===== src/rtl/dmach_pkg.sv =====
`timescale 1ns/1ps
package dmach_pkg;
  // control byte field positions (decoded by the channel itself)
  localparam int CB_DSP  = 7;
  localparam int CB_DINC = 6;
  localparam int CB_SSP  = 5;
  localparam int CB_SINC = 4;
  localparam int CB_DEM  = 3;
  localparam int CB_PACE = 2;
  localparam int CB_DONE = 1;
  localparam int CB_GO   = 0;

  typedef enum logic [1:0] {
    SP_XDATA = 2'd0,
    SP_SFR   = 2'd1,
    SP_IRAM  = 2'd2
  } space_t;

  typedef enum logic [1:0] {
    SEL_SRC  = 2'd0,
    SEL_DST  = 2'd1,
    SEL_CNT  = 2'd2,
    SEL_CTRL = 2'd3
  } regsel_t;

  typedef enum logic [1:0] {
    ST_IDLE = 2'd0,
    ST_RD   = 2'd1,
    ST_WR   = 2'd2,
    ST_GAP  = 2'd3
  } seq_t;
endpackage


===== src/rtl/dmach_space.sv =====
`timescale 1ns/1ps
module dmach_space
  import dmach_pkg::*;
(
  input  logic   sp_bit,
  input  logic   step_bit,
  output space_t code
);
  always_comb begin
    if (!sp_bit)       code = SP_XDATA;
    else if (step_bit) code = SP_IRAM;
    else               code = SP_SFR;
  end
endmodule


===== src/rtl/dmach_regs.sv =====
`timescale 1ns/1ps
module dmach_regs
  import dmach_pkg::*;
#(
  parameter int AW = 16,
  parameter int CW = 16,
  parameter int RW = 16
) (
  input  logic          clk,
  input  logic          rst,
  input  logic          we,
  input  logic [1:0]    sel,
  input  logic [RW-1:0] wdata,
  input  logic          busy,
  input  logic          step,
  input  logic          fin,
  input  logic          ack,
  output logic [AW-1:0] src_q,
  output logic [AW-1:0] dst_q,
  output logic [CW-1:0] cnt_q,
  output logic [7:0]    ctrl_q
);
  logic wr_ok;
  assign wr_ok = we && !busy;

  always_ff @(posedge clk) begin
    if (rst) begin
      src_q  <= '0;
      dst_q  <= '0;
      cnt_q  <= '0;
      ctrl_q <= '0;
    end else if (wr_ok) begin
      case (regsel_t'(sel))
        SEL_SRC:  src_q  <= wdata[AW-1:0];
        SEL_DST:  dst_q  <= wdata[AW-1:0];
        SEL_CNT:  cnt_q  <= wdata[CW-1:0];
        default:  ctrl_q <= wdata[7:0];
      endcase
    end else begin
      if (step) begin
        if (ctrl_q[CB_SINC]) src_q <= src_q + 1'b1;
        if (ctrl_q[CB_DINC]) dst_q <= dst_q + 1'b1;
        cnt_q <= cnt_q - 1'b1;
      end
      if (fin) begin
        ctrl_q[CB_DONE] <= 1'b1;
        ctrl_q[CB_GO]   <= 1'b0;
      end else if (ack) begin
        ctrl_q[CB_DONE] <= 1'b0;
      end
    end
  end
endmodule


===== src/rtl/dmach_trig.sv =====
`timescale 1ns/1ps
module dmach_trig (
  input  logic clk,
  input  logic rst,
  input  logic ext_in,
  input  logic ser_in,
  input  logic use_ext,
  input  logic arm,
  input  logic take,
  output logic pend
);
  logic ext_d, ser_d, rise;

  assign rise = use_ext ? (ext_in && !ext_d) : (ser_in && !ser_d);

  always_ff @(posedge clk) begin
    if (rst) begin
      ext_d <= 1'b0;
      ser_d <= 1'b0;
      pend  <= 1'b0;
    end else begin
      ext_d <= ext_in;
      ser_d <= ser_in;
      if (!arm) pend <= 1'b0;
      else      pend <= rise || (pend && !take);
    end
  end
endmodule


===== src/rtl/dmach_seq.sv =====
`timescale 1ns/1ps
module dmach_seq
  import dmach_pkg::*;
#(
  parameter int DW = 8
) (
  input  logic          clk,
  input  logic          rst,
  input  logic          go,
  input  logic          demand,
  input  logic          pace,
  input  logic          cnt_zero,
  input  logic          cnt_one,
  input  logic          pend,
  input  logic          rd_ready,
  input  logic [DW-1:0] rd_data,
  input  logic          wr_ready,
  output logic          rd_req,
  output logic          wr_req,
  output logic [DW-1:0] wr_data,
  output logic          step,
  output logic          fin,
  output logic          take,
  output logic          busy
);
  seq_t st;
  logic start;

  assign start = (st == ST_IDLE) && go && !cnt_zero && (!demand || pend);
  assign take  = start && demand;
  assign step  = (st == ST_WR) && wr_ready;
  assign fin   = ((st == ST_IDLE) && go && cnt_zero) || (step && cnt_one);
  assign busy  = (st != ST_IDLE);

  always_ff @(posedge clk) begin
    if (rst) begin
      st      <= ST_IDLE;
      rd_req  <= 1'b0;
      wr_req  <= 1'b0;
      wr_data <= '0;
    end else begin
      case (st)
        ST_IDLE: begin
          if (start) begin
            st     <= ST_RD;
            rd_req <= 1'b1;
          end
        end
        ST_RD: begin
          if (rd_ready) begin
            wr_data <= rd_data;
            rd_req  <= 1'b0;
            wr_req  <= 1'b1;
            st      <= ST_WR;
          end
        end
        ST_WR: begin
          if (wr_ready) begin
            wr_req <= 1'b0;
            if (cnt_one || demand) begin
              st <= ST_IDLE;
            end else if (!pace) begin
              st <= ST_GAP;
            end else begin
              st     <= ST_RD;
              rd_req <= 1'b1;
            end
          end
        end
        default: begin
          st     <= ST_RD;
          rd_req <= 1'b1;
        end
      endcase
    end
  end
endmodule


===== src/rtl/dma_channel.sv =====
`timescale 1ns/1ps
module dma_channel
  import dmach_pkg::*;
#(
  parameter int AW = 16,
  parameter int CW = 16,
  parameter int DW = 8,
  parameter int RW = 16
) (
  input  logic          clk,
  input  logic          rst,
  input  logic          cfg_we,
  input  logic [1:0]    cfg_sel,
  input  logic [RW-1:0] cfg_wdata,
  output logic [AW-1:0] src_addr,
  output logic [AW-1:0] dst_addr,
  output logic [CW-1:0] count,
  output logic [7:0]    ctrl,
  input  logic          dreq_ext,
  input  logic          dreq_ser,
  input  logic          irq_ack,
  output logic          rd_req,
  output logic [1:0]    rd_space,
  output logic [AW-1:0] rd_addr,
  input  logic [DW-1:0] rd_data,
  input  logic          rd_ready,
  output logic          wr_req,
  output logic [1:0]    wr_space,
  output logic [AW-1:0] wr_addr,
  output logic [DW-1:0] wr_data,
  input  logic          wr_ready,
  output logic          irq,
  output logic          bus_req,
  output logic          active
);
  localparam int SIDES = 2;

  logic   step, fin, take, busy, pend;
  space_t sp_code [SIDES];

  dmach_regs #(.AW(AW), .CW(CW), .RW(RW)) u_regs (
    .clk(clk), .rst(rst), .we(cfg_we), .sel(cfg_sel), .wdata(cfg_wdata),
    .busy(busy), .step(step), .fin(fin), .ack(irq_ack),
    .src_q(src_addr), .dst_q(dst_addr), .cnt_q(count), .ctrl_q(ctrl)
  );

  // side 0 = source (bits 5/4), side 1 = destination (bits 7/6)
  for (genvar g = 0; g < SIDES; g++) begin : g_side
    dmach_space u_sp (
      .sp_bit  (ctrl[CB_SSP + 2*g]),
      .step_bit(ctrl[CB_SINC + 2*g]),
      .code    (sp_code[g])
    );
  end

  dmach_trig u_trig (
    .clk(clk), .rst(rst), .ext_in(dreq_ext), .ser_in(dreq_ser),
    .use_ext(ctrl[CB_PACE]), .arm(ctrl[CB_GO] && ctrl[CB_DEM]),
    .take(take), .pend(pend)
  );

  dmach_seq #(.DW(DW)) u_seq (
    .clk(clk), .rst(rst), .go(ctrl[CB_GO]), .demand(ctrl[CB_DEM]),
    .pace(ctrl[CB_PACE]), .cnt_zero(count == '0),
    .cnt_one(count == CW'(1)), .pend(pend),
    .rd_ready(rd_ready), .rd_data(rd_data), .wr_ready(wr_ready),
    .rd_req(rd_req), .wr_req(wr_req), .wr_data(wr_data),
    .step(step), .fin(fin), .take(take), .busy(busy)
  );

  assign rd_space = sp_code[0];
  assign wr_space = sp_code[1];
  assign rd_addr  = src_addr;
  assign wr_addr  = dst_addr;
  assign irq      = ctrl[CB_DONE];
  assign bus_req  = rd_req || wr_req;
  assign active   = busy;
endmodule


===== config.mk =====
export PLATFORM = sky130hd
export DESIGN_NAME = dma_channel
export DESIGN_NICKNAME = d
export VERILOG_FILES = /design/src/rtl/dmach_pkg.sv /design/src/rtl/dmach_space.sv /design/src/rtl/dmach_regs.sv /design/src/rtl/dmach_trig.sv /design/src/rtl/dmach_seq.sv /design/src/rtl/dma_channel.sv
export SDC_FILE = /design/constraint.sdc
export NUM_CORES = 1
export LEC_CHECK = 0
export ABC_CLOCK_PERIOD_IN_PS = 3500
export BUFFER_PORTS_ARGS = -buffer_cell sky130_fd_sc_hd__buf_2
export CAP_MARGIN = 20
export CORE_MARGIN = 5
export CORE_UTILIZATION = 45
export DETAILED_ROUTE_END_ITERATION = 16
export HOLD_SLACK_MARGIN = 0.06
export PLACE_DENSITY_LB_ADDON = 0.15
export SYNTH_ARGS = -nofsm -noshare
export SYNTH_HDL_FRONTEND = slang
export SYNTH_SLANG_ARGS = --single-unit

===== constraint.sdc =====
create_clock -name clk -period 3.5 [get_ports clk]
set_input_delay 0.7 -clock clk [delete_from_list [all_inputs] [get_ports clk]]
set_output_delay 0.7 -clock clk [all_outputs]
set_load 0.01 [all_outputs]

**Word level (Yosys, flattened, before mapping)**

Cells that the tools add are included.

- Register bits after elaboration: 71
- Input port bits: 34
- Output and inout port bits: 105

- Add/sub/neg operators: 3
- Equal/unequal tests: 14
- Muxes and demuxes: 36
- Bitwise gates (word level): 2
- Reductions and logical operators: 45

Operator list:

| cell | count |
|---|---|
| $mux W16 | 11 |
| $add A16 B1 Y16 const B | 2 |
| $mux W2 | 11 |
| $eq A16 B1 Y1 const B | 1 |
| $logic_not A16 Y1 | 1 |
| $ne A2 B2 Y1 const B | 8 |
| $sub A16 B1 Y16 const B | 1 |
| $logic_and A1 B1 Y1 | 12 |
| $reduce_and A3 Y1 | 4 |
| $reduce_bool A2 Y1 | 6 |
| $mux W1 | 11 |
| $reduce_and A2 Y1 | 5 |
| $logic_not A1 Y1 | 6 |
| $pmux W2 S3 | 1 |
| $logic_or A1 B1 Y1 | 5 |
| $reduce_and A5 Y1 | 1 |
| $eq A2 B1 Y1 const B | 2 |
| $eq A2 B2 Y1 const B | 2 |
| $logic_not A2 Y1 | 2 |
| $pmux W1 S3 | 1 |
| $reduce_bool A3 Y1 | 1 |
| $reduce_or A3 Y1 | 1 |
| $ne A2 B1 Y1 const B | 1 |
| $not A1 Y1 | 2 |
| 2 further kinds | 2 |

**Logic depth before layout (Yosys ltp)**

- Word-level depth: 8
- Mapped depth: 10
- Depth with buffers taken out: 7

**By module**

Synthesis repeated with hierarchy kept, for this count alone.

- Cell total of the unflattened synthesis: 567
- Area total of the unflattened synthesis: 4491.8 um^2

By module, submodules not included:

| module | instances | cells an instance | area an instance (um^2) | seq. area each (um^2) |
|---|---|---|---|---|
| dmach_regs | 1 | 437 | 3394.5 | 1121.1 |
| dmach_seq | 1 | 74 | 634.4 | 240.2 |
| dma_channel | 1 | 42 | 316.6 | 0.0 |
| dmach_trig | 1 | 10 | 113.9 | 60.1 |
| dmach_space | 2 | 2 | 16.3 | 0.0 |

**Least setup slack after synthesis**

OpenSTA, ideal clock, no wires.

- Path type: in2reg
- Start: input cfg_we
- End: register u_regs.cnt_q[13]
- Data arrival time: 1.923 ns
- Slack: 1.455 ns
- Stages on the path: 7
- Cell sequence: buf_2 -> and2_1 -> buf_2 -> or3_4 -> o41ai_2 -> o31ai_1 -> o311a_1

- Word-level cells in the longest chain between the ends: 3
- Elaborated cells between the ends (all ways): 5
- Those cells by class: eq/ne: 1; mux: 1; reduce/logical: 3

RTL lines:

| item | RTL line | RTL |
|---|---|---|
| from (decl) | dma_channel.sv:12 | `input logic cfg_we,` |
| $logic_and A1 B1 Y1 * | dmach_regs.sv:24 | `assign wr_ok = we && !busy;` |
| $ne A2 B2 Y1 (no line) / $reduce_bool A2 Y1 (equally long branches) | - |  |
| $reduce_and A2 Y1 (no line) | - |  |
| to (signal assigned) | dmach_regs.sv:36 | `SEL_CNT: cnt_q <= wdata[CW-1:0];` |
| to (signal assigned) | dmach_regs.sv:43 | `cnt_q <= cnt_q - 1'b1;` |
| to (decl) | dmach_regs.sv:20 | `output logic [CW-1:0] cnt_q,` |

Every way passes the cells marked *; elsewhere a longest branch is shown, timed or not.
A chain may end at the register's enable or synchronous reset.

**Worst setup path after layout**

- Start: register u_seq.st[0]
- End: register u_regs.src_q[8]

- Word-level cells in the longest chain between the ends: 5
- Elaborated cells between the ends (all ways): 10
- Those cells by class: eq/ne: 2; mux: 1; reduce/logical: 7

RTL lines:

| item | RTL line | RTL |
|---|---|---|
| from (decl) | dmach_seq.sv:26 | `seq_t st;` |
| from (signal assigned) | dmach_seq.sv:37 | `st <= ST_IDLE;` |
| from (signal assigned) | dmach_seq.sv:45 | `st <= ST_RD;` |
| from (signal assigned) | dmach_seq.sv:54 | `st <= ST_WR;` |
| $reduce_bool A2 Y1 | dmach_seq.sv:33 | `assign busy = (st != ST_IDLE);` |
| $logic_not A1 Y1 | dmach_regs.sv:24 |  |
| $logic_and A1 B1 Y1 | dmach_regs.sv:24 |  |
| $ne A2 B2 Y1 (no line) / $reduce_bool A2 Y1 (equally long branches) | - |  |
| $reduce_and A3 Y1 (no line) | - |  |
| to (signal assigned) | dmach_regs.sv:34 | `SEL_SRC: src_q <= wdata[AW-1:0];` |
| to (signal assigned) | dmach_regs.sv:41 | `if (ctrl_q[CB_SINC]) src_q <= src_q + 1'b1;` |
| to (decl) | dmach_regs.sv:18 | `output logic [AW-1:0] src_q,` |

Parallel ways exist; a longest one is shown, timed or not.

==> results.cfg <==
[outcome]
outcome = complete, no violations

[yosys]
synth_top_area_share = 0.333
yosys.cell_types.count = 65
avgSynthCellArea_um2 = 7.56
syn_nets = 607
ys_seq_area_frac = 0.333
yosysTopAreaCell = dfxtp_1
async_flop_share = 0
synthTopCellsByArea = dfxtp_1 (33%), buf_4 (7.0%), a21oi_1 (6.4%), nand2_1 (5.4%), o21ai_0 (5.3%)
syn_inst = 565
synth_edf_count = 0
yosysMostFrequentCell = dfxtp_1
yosysWarnings = 0
synthTopCellsByCount = dfxtp_1 (71), nand2_1 (61), a21oi_1 (55)
syn_area_um2 = 4270
synth-seq-cells = 71
synth_ff_type = dfxtp_1

[grt]
grt_max_degree = 56
antenna_found_initial = 0
grt_pass1_vias = 4250
grt_overflow_total = 0
track_usage = 0.230
grt_first_pass_wirelength_um = 21500

[setup_path]
worstPathArrival_ns = 2.70
critical_path_class = flip-flop to flip-flop
cp-end-kind = flip-flop
ff2ff_setup_slack_ns = 1.07
crit_fanout = 46
cp-start-kind = flip-flop
worstPathRequired_ns = 3.77

[timing]
hold_viol = 0
whs_ns = 0.459
relSlewSlack = 0.310
fmax_mhz = 411
worst_slack_ns = 1.07
tightest_slew_ns = 1.03
fin_skew_ns = 0.00956
tns_ns = 0
period_needed_ns = 2.43
setup-violations-final = 0
rsz0062_at_grt = no
fin_crit_sh = 0.695
drv_slew = 0

[cts]
clk_latency_ns = 0.36
cts_made_buffers = 9
cts-htree-levels = 3
clkTransAtPathRegs_ns = 0.08
clock_sinks = 71
cts_max_path_buffers = 2
cts-root-buf = clkbuf_8
cts_tree = built
cts_setup_buffers = 0
ctsHoldBuffers = 0
ctsResizeCount = 0

[routing]
firstDrtPassIters = 5
wl_um = 13600
viasPerCell = 5.85
drt-initial-drc-count = 320
antenna_left = 0
drcViolationCount = 0
num_vias = 4577
drt-wirelength-per-cell_um = 17.4

[place]
pre_cts_slack_ns = 1.06
dp_hpwl_um = 9780
gp_congestion = 0.849
port_buffers = 138

[power]
powerDensity_nw_per_um2 = 398
ir_worst_vdd_uv = 223
p_leak_nw = 2.10

[floorplanning]
die_h_um = 107
core_area_um2 = 9240
die_w_um = 107
std_cell_rows = 35
dieArea_um2 = 11500
ioPinCount = 139
start_util = 0.463

[finish]
antenna-diode-count = 0
nets = 691
syn_to_final_growth_pct = 14.5
fillers = 958
drive_gt1_frac = 0.260

[job]
drv_cap = 0

[min_path]
min_path_type = flip-flop to flip-flop
[logic make-up after synthesis]
group           synth area share
flops                      0.333
simple gates               0.254
compound gates             0.271
fa+ha+maj                 0.0234
mux                      0.00498
buf+inv                    0.114
[per-layer routing]
metal  up-vias  track usage  routed length (µm)
met5         -            0                   0
met4         0       0.0803                 335
met3        27       0.0594                1130
met2       231        0.358                6090
met1      2113        0.308                6050
li1       2206            -                   -
[worst max-delay path, cell delays in order (launching register included)]
cell and delay, ns:
dfxtp_1 0.36, inv_1 0.07, ha_1 0.35, nand2_1 0.15, buf_4 0.41, a31o_2 0.50, o221ai_1 0.20, a221oi_1 0.29
[state kept, by name (all words and copies together), names as in the netlist]
signal and cells:
u_seq.st 2, u_regs.cnt_q 16, u_regs.dst_q 16, u_seq.wr_req 1, u_trig.ser_d 1, u_trig.ext_d 1, u_regs.ctrl_q 8, u_regs.src_q 16
u_trig.pend 1, u_seq.wr_data 8, u_seq.rd_req 1
[area by class of cell]
type | count | area, µm² | area share
sequential | 71 | 1420 | 0.290
multi-input combinational | 409 | 2370 | 0.484
inverter | 14 | 52.6 | 0.0107
clock inverter | 4 | 22.5 | 0.00460
clock buffer | 12 | 135 | 0.0276
tap | 129 | 161 | 0.0330
timing repair buffer | 144 | 736 | 0.150
[final timing paths]
check	start	endpoint	cells after the start
hold reg to reg	u_seq.wr_data[0]	u_seq.wr_data[0]	2
setup / recovery	u_seq.st[0]	u_regs.src_q[8]	7
setup reg to reg	u_seq.st[0]	u_regs.src_q[8]	7
hold / removal	u_seq.wr_data[0]	u_seq.wr_data[0]	2
[cell usage in the layout, fill, tap and decap left out, drive strengths merged, types with 4 or more instances in the layout]
cell    synthesis  final
buf            56    144
dfxtp          71     71
nand2          61     61
a21oi          55     55
nor2           50     50
o21ai          45     45
nand3          25     25
nor3           20     20
inv            13     13
clkbuf         15     12
o31ai          10     10
a31oi           9      9
a211oi          9      9
and3            8      8
nand4           8      8
ha              8      8
nor4            7      7
or3             7      7
and2            6      6
nor2b           5      5
nand2b          5      5
o22ai           5      5
a311oi          5      5
o41ai           5      5
nor3b           4      4
a22oi           4      4
a32o            4      4
clkinv          1      4
[report_power, final]
group / switching (mW) / total [mW] / leakage, nW / internal (mW)
combinational: 0.300 / 0.476 / 1.44 / 0.177
clock: 0.318 / 0.573 / 0.0801 / 0.255
sequential: 0.0523 / 0.898 / 0.576 / 0.846
total: 0.670 / 1.95 / 2.10 / 1.28
[stage by stage]
| step | instance area (µm²) | utilization | power (mW) | cells |
|---|---|---|---|---|
| global route | 4900 | 0.530 | 2.06 | 783 |
| global placement | 4740 | 0.513 | 1.38 | 767 |
| detailed placement | 4740 | 0.513 | 1.39 | 767 |
| finish | 4900 | 0.530 | 1.95 | 783 |
| CTS | 4900 | 0.530 | 1.95 | 783 |
| floorplan | 4270 | - | 1.24 | 565 |
(Power assumes the default switching activity.)
